## config.mk

```make
export PLATFORM = sky130hd
export DESIGN_NAME = bw_mult
export DESIGN_NICKNAME = d
export VERILOG_FILES = /design/src/rtl/bw_mult.sv
export SDC_FILE = /design/constraint.sdc
export NUM_CORES = 1
export LEC_CHECK = 0
export BUFFER_PORTS_ARGS = -buffer_cell sky130_fd_sc_hd__buf_2
export CORE_AREA = 2 2 39 41
export CTS_BUF_LIST = sky130_fd_sc_hd__clkbuf_16
export CTS_CLUSTER_SIZE = 16
export DETAILED_ROUTE_END_ITERATION = 10
export DIE_AREA = 0 0 41 43
export PLACE_DENSITY_LB_ADDON = 0.15
export SYNTH_ARGS = -nofsm -noshare
export SYNTH_HDL_FRONTEND = slang
export SYNTH_SLANG_ARGS = --single-unit
```

## constraint.sdc

```tcl
create_clock -name clk -period 6.6 [get_ports clk]
set_clock_uncertainty 0.1 [all_clocks]
set_input_delay 0.66 -clock clk [delete_from_list [all_inputs] [get_ports clk]]
set_output_delay 0.66 -clock clk [all_outputs]
set_load 0.02 [all_outputs]
```

## src/rtl/bw_mult.sv

```systemverilog
module bw_mult #(
  parameter int N       = 4,
  parameter bit REG_OUT = 1'b1
) (
  input  logic                  clk,
  input  logic                  rst,
  input  logic signed [N-1:0]   x,
  input  logic signed [N-1:0]   y,
  output logic signed [2*N-1:0] z
);
  localparam int W = 2 * N;
  localparam logic [W-1:0] BIAS = (W'(1) << N) | (W'(1) << (W - 1));

  logic [N:0][W-1:0]   acc;
  logic [N-1:0][W-1:0] pp;
  logic [N-1:0][W-1:0] cy;

  assign acc[0] = BIAS;

  for (genvar j = 0; j < N; j++) begin : g_row
    for (genvar k = 0; k < W; k++) begin : g_col
      if (k >= j && k - j < N) begin : g_term
        localparam int I = k - j;
        localparam bit INV = (I == N - 1) != (j == N - 1);
        assign pp[j][k] = (x[I] & y[j]) ^ INV;
      end else begin : g_zero
        assign pp[j][k] = 1'b0;
      end
      assign acc[j+1][k] = acc[j][k] ^ pp[j][k] ^ cy[j][k];
      if (k < W - 1) begin : g_cy
        assign cy[j][k+1] = (acc[j][k] & pp[j][k]) | (acc[j][k] & cy[j][k]) |
                            (pp[j][k] & cy[j][k]);
      end
    end
    assign cy[j][0] = 1'b0;
  end

  if (REG_OUT) begin : g_reg
    always_ff @(posedge clk) begin
      if (rst) z <= '0;
      else     z <= acc[N];
    end

    logic signed [W-1:0] xs, ys, ref_p;
    assign xs    = x;
    assign ys    = y;
    assign ref_p = xs * ys;


    product_chk: assert property (@(posedge clk) disable iff (rst)
      !$past(rst) |-> z == $past(ref_p));


    reset_clear_chk: assert property (@(posedge clk) disable iff (rst)
      $past(rst) |-> z == '0);


    zero_operand_chk: assert property (@(posedge clk) disable iff (rst)
      (!$past(rst) && $past(x == '0 || y == '0)) |-> z == '0);


    sign_chk: assert property (@(posedge clk) disable iff (rst)
      (!$past(rst) && $past(x != '0 && y != '0)) |-> z[W-1] == $past(x[N-1] ^ y[N-1]));


    min_square_chk: assert property (@(posedge clk) disable iff (rst)
      (!$past(rst) && $past(x == {1'b1, {(N-1){1'b0}}} && y == {1'b1, {(N-1){1'b0}}}))
      |-> z == (W'(1) << (W - 2)));
  end else begin : g_comb
    assign z = acc[N];
  end
endmodule

```

==> flow_summary.html <==
<table>
<tr><th>Metric</th><th>Value</th></tr>
<tr><th colspan="2">Routing</th></tr>
<tr><td>Aggregate routed wire length</td><td>835 um</td></tr>
<tr><td>Count of routing violations after the opening detailed-route iteration</td><td>2</td></tr>
<tr><td>Highest metal layer with signal wires</td><td>met3</td></tr>
<tr><td>Detailed-route DRC error count</td><td>0</td></tr>
<tr><td>Residual antenna-violating net count after detailed routing</td><td>0</td></tr>
<tr><td>Via Count</td><td>369</td></tr>
<tr><td>Mean routed wirelength per cell</td><td>9.82 um</td></tr>
<tr><td>Total met2 wirelength after detailed routing</td><td>417 um</td></tr>
<tr><td>Number of optimization iterations in the first detailed-route pass</td><td>4</td></tr>
<tr><td>Met3 WL post-DR</td><td>63 um</td></tr>
<tr><td>Detailed-route vias per instance</td><td>4.34</td></tr>
<tr><td>Met1 routed wirelength after detailed routing</td><td>354 um</td></tr>
<tr><th colspan="2">Worst setup path</th></tr>
<tr><td>Critical setup path kind</td><td>in -&gt; reg</td></tr>
<tr><td>Crit path top cell by count</td><td>fa_1</td></tr>
<tr><td>Slowest cell on the critical path</td><td>fa_1</td></tr>
<tr><td>CP delay by family, top</td><td>adder cells</td></tr>
<tr><td>Kind of end point of the critical path</td><td>flip-flop</td></tr>
<tr><td>Critical path peak fanout</td><td>4</td></tr>
<tr><td>Worst endpoint required time</td><td>6.62 ns</td></tr>
<tr><td>Startpoint kind of the worst setup timing path</td><td>primary input</td></tr>
<tr><td>Number of buffers and inverters on the critical path</td><td>4</td></tr>
<tr><td>Worst endpoint data arrival time</td><td>4.10 ns</td></tr>
<tr><td>Crit-path max cell delay</td><td>0.49 ns</td></tr>
<tr><td>Critical path cell sequence</td><td>buf_2 &gt; and2_1 &gt; ha_1 &gt; fa_1 &gt; inv_1 &gt; fa_1 &gt; inv_1 &gt; fa_1 &gt; fa_1 &gt; inv_1 &gt; fa_1 &gt; fa_1 &gt; fa_1 &gt; nor2_1</td></tr>
<tr><th colspan="2">Timing</th></tr>
<tr><td>Achievable frequency</td><td>0.245 GHz</td></tr>
<tr><td>Rel. slew slack</td><td>91.7%</td></tr>
<tr><td>Worst setup margin</td><td>2.52 ns</td></tr>
<tr><td>Slew of the pin with the lowest slew margin</td><td>0.124 ns</td></tr>
<tr><td>Post-layout min period</td><td>4.08 ns</td></tr>
<tr><td>Count of final hold-check violations</td><td>0</td></tr>
<tr><td>Slew Viols, Final</td><td>0</td></tr>
<tr><td>Final count of negative-setup-slack endpoints</td><td>0</td></tr>
<tr><td>Setup repair after global routing missed its margin</td><td>false</td></tr>
<tr><td>Final critical-path share of the clock period</td><td>61.9%</td></tr>
<tr><td>Aggregate negative setup slack</td><td>0 ns</td></tr>
<tr><th colspan="2">Clock network</th></tr>
<tr><td>Clk slew on worst S/H paths</td><td>0.03 ns</td></tr>
<tr><td>Hold-fix buffers at CTS</td><td>0</td></tr>
<tr><td>H-tree depth</td><td>1</td></tr>
<tr><td>CTS tree</td><td>yes</td></tr>
<tr><td>Postcts setup bufs</td><td>0</td></tr>
<tr><td>Cts bufs inserted</td><td>3</td></tr>
<tr><td>Resize count post-CTS</td><td>0</td></tr>
<tr><td>Maximum buffer depth of the clock tree</td><td>2</td></tr>
<tr><td>Clock Sink Count</td><td>8</td></tr>
<tr><td>CTS Root Buffer Type</td><td>clkbuf_16</td></tr>
<tr><th colspan="2">Cells and area</th></tr>
<tr><td>Area growth from synthesis to layout</td><td>34.4%</td></tr>
<tr><td>Fill cell total of the finished layout</td><td>142</td></tr>
<tr><td>Final standard cell area without fillers</td><td>704 um2</td></tr>
<tr><td>Number of flip-flops under the largest register name</td><td>8</td></tr>
<tr><td>Layout net count</td><td>93</td></tr>
<tr><td>Top flop regs</td><td>z (8)</td></tr>
<tr><td>Proportion of layout cells with a drive suffix above 1</td><td>29.0%</td></tr>
<tr><td>Area of the multi-input gates</td><td>342 um2</td></tr>
<tr><td>Largest Register</td><td>z</td></tr>
<tr><td>Total inserted antenna cells</td><td>0</td></tr>
<tr><td>Storage element area</td><td>160 um2</td></tr>
<tr><td>Share of the core filled with cells</td><td>50.9%</td></tr>
<tr><th colspan="2">Place</th></tr>
<tr><td>DP Worst Slack</td><td>2.27 ns</td></tr>
<tr><td>Global placer's final weighted congestion</td><td>0.673</td></tr>
<tr><td>Placed wire-length estimate</td><td>732 um</td></tr>
<tr><td>Post-placement cell area</td><td>629 um2</td></tr>
<tr><td>Port Buffer Count</td><td>17</td></tr>
<tr><th colspan="2">Pwr</th></tr>
<tr><td>Pwr/cell area</td><td>304 nW/um2</td></tr>
<tr><td>Cell leakage power</td><td>0.359 nW</td></tr>
<tr><td>Worst supply voltage drop on vdd</td><td>0.0935 mV</td></tr>
<tr><th colspan="2">Synth</th></tr>
<tr><td>Count of unique library cells instantiated by Yosys</td><td>9</td></tr>
<tr><td>Average footprint of a synthesized cell</td><td>10.7 um2</td></tr>
<tr><td>YS warnings</td><td>0</td></tr>
<tr><td>Share of synthesized area occupied by flip-flops and latches</td><td>30.5%</td></tr>
<tr><td>Post-synth design cell area</td><td>524 um2</td></tr>
<tr><td>Synth Instances</td><td>49</td></tr>
<tr><td>Number of synthesized register bits</td><td>8</td></tr>
<tr><td>Synthesized net count</td><td>71</td></tr>
<tr><th colspan="2">Die</th></tr>
<tr><td>Die span in y</td><td>43 um</td></tr>
<tr><td>Number of top-level pins</td><td>18</td></tr>
<tr><td>Die Span X</td><td>41 um</td></tr>
<tr><td>Effective utilization at floorplan</td><td>37.9%</td></tr>
<tr><td>Die Footprint</td><td>1760 um2</td></tr>
<tr><td>Placement Rows</td><td>14</td></tr>
<tr><td>Core region area</td><td>1380 um2</td></tr>
<tr><th colspan="2">Min path</th></tr>
<tr><td>Hold Path Class</td><td>in -&gt; reg</td></tr>
<tr><th colspan="2">Status</th></tr>
<tr><td>Status</td><td>finished clean</td></tr>
<tr><th colspan="2">Global routing</th></tr>
<tr><td>Maximum number of pins on one net before global-route repair</td><td>9</td></tr>
<tr><td>Antenna violations before repair</td><td>0</td></tr>
<tr><td>GR Overflow Total</td><td>0</td></tr>
<tr><td>Number of global-route vias before repair</td><td>384</td></tr>
<tr><td>Global-route wire length before repair</td><td>1.42 mm</td></tr>
<tr><td>Global-route total usage across every layer</td><td>12.2%</td></tr>
<tr><th colspan="2">Job</th></tr>
<tr><td>Max Cap Viol</td><td>0</td></tr>
</table>
==> through the flow <==
stage	hold slack (ns)	total power, W	cells
after floorplan	0.627	0.0000992	49
after CTS	0.581	0.000218	85
final	0.580	0.000214	85
after global placement	0.818	0.000117	82
after global routing	0.606	0.000229	85
after detailed placement	0.818	0.000117	82
==> synthesized netlist by cell type <==
library cell / n / area (um2)
ha_1: 4 / 50.1
and3b_1: 1 / 8.76
dfxtp_1: 8 / 160
nor2b_1: 4 / 25.0
nand2_1: 3 / 11.3
nor2_1: 3 / 11.3
and2_1: 12 / 75.1
fa_1: 8 / 160
inv_1: 6 / 22.5
==> worst paths after layout <==
check  depth (start not counted)  slack, ns              end  startpoint
min                            2       0.58  z[6]$_SDFF_PP0_         rst
max                           14       2.52  z[6]$_SDFF_PP0_        x[1]
==> cell usage in the layout, fill, tap and decap left out <==
cell type and instances:
buf_2 17, and2_1 12, clkbuf_16 3, nor2_1 3, nor2b_1 4, fa_1 8, dfxtp_1 8, inv_1 6
nand2_1 3, and3b_1 1, ha_1 4
==> layer usage <==
| metal | track usage, % | up-vias |
|---|---|---|
| met5 | 0 | - |
| li1 | - | 186 |
| met2 | 18.4 | 15 |
| met1 | 14.2 | 168 |
| met3 | 3.14 | 0 |
| met4 | 8.00 | 0 |
==> power breakdown <==
part | leakage [nW] | internal [W] | switching [W] | total, W
logic | 0.255 | 0.0000238 | 0.0000325 | 0.0000564
registers | 0.0665 | 0.0000575 | 0.00000172 | 0.0000592
clock network | 0.0370 | 0.0000778 | 0.0000209 | 0.0000988
==> kinds of logic (layout without fill, tap and decap cells) <==
| logic type | count (synthesis) | in the layout | share of synthesized area, % |
|---|---|---|---|
| simple gates | 23 | 23 | 25.1 |
| fa+ha+maj | 12 | 12 | 40.1 |
| flops | 8 | 8 | 30.5 |
| buf+inv | 6 | 26 | 4.30 |
==> final cells by class <==
type | count | share of cell area (%)
clock buffer | 3 | 10.7
tap | 16 | 2.84
sequential | 8 | 22.7
inverter | 6 | 3.20
timing repair buffer | 17 | 12.1
multi-input combinational | 35 | 48.5
Note: power is estimated with default switching activity, not from simulation.
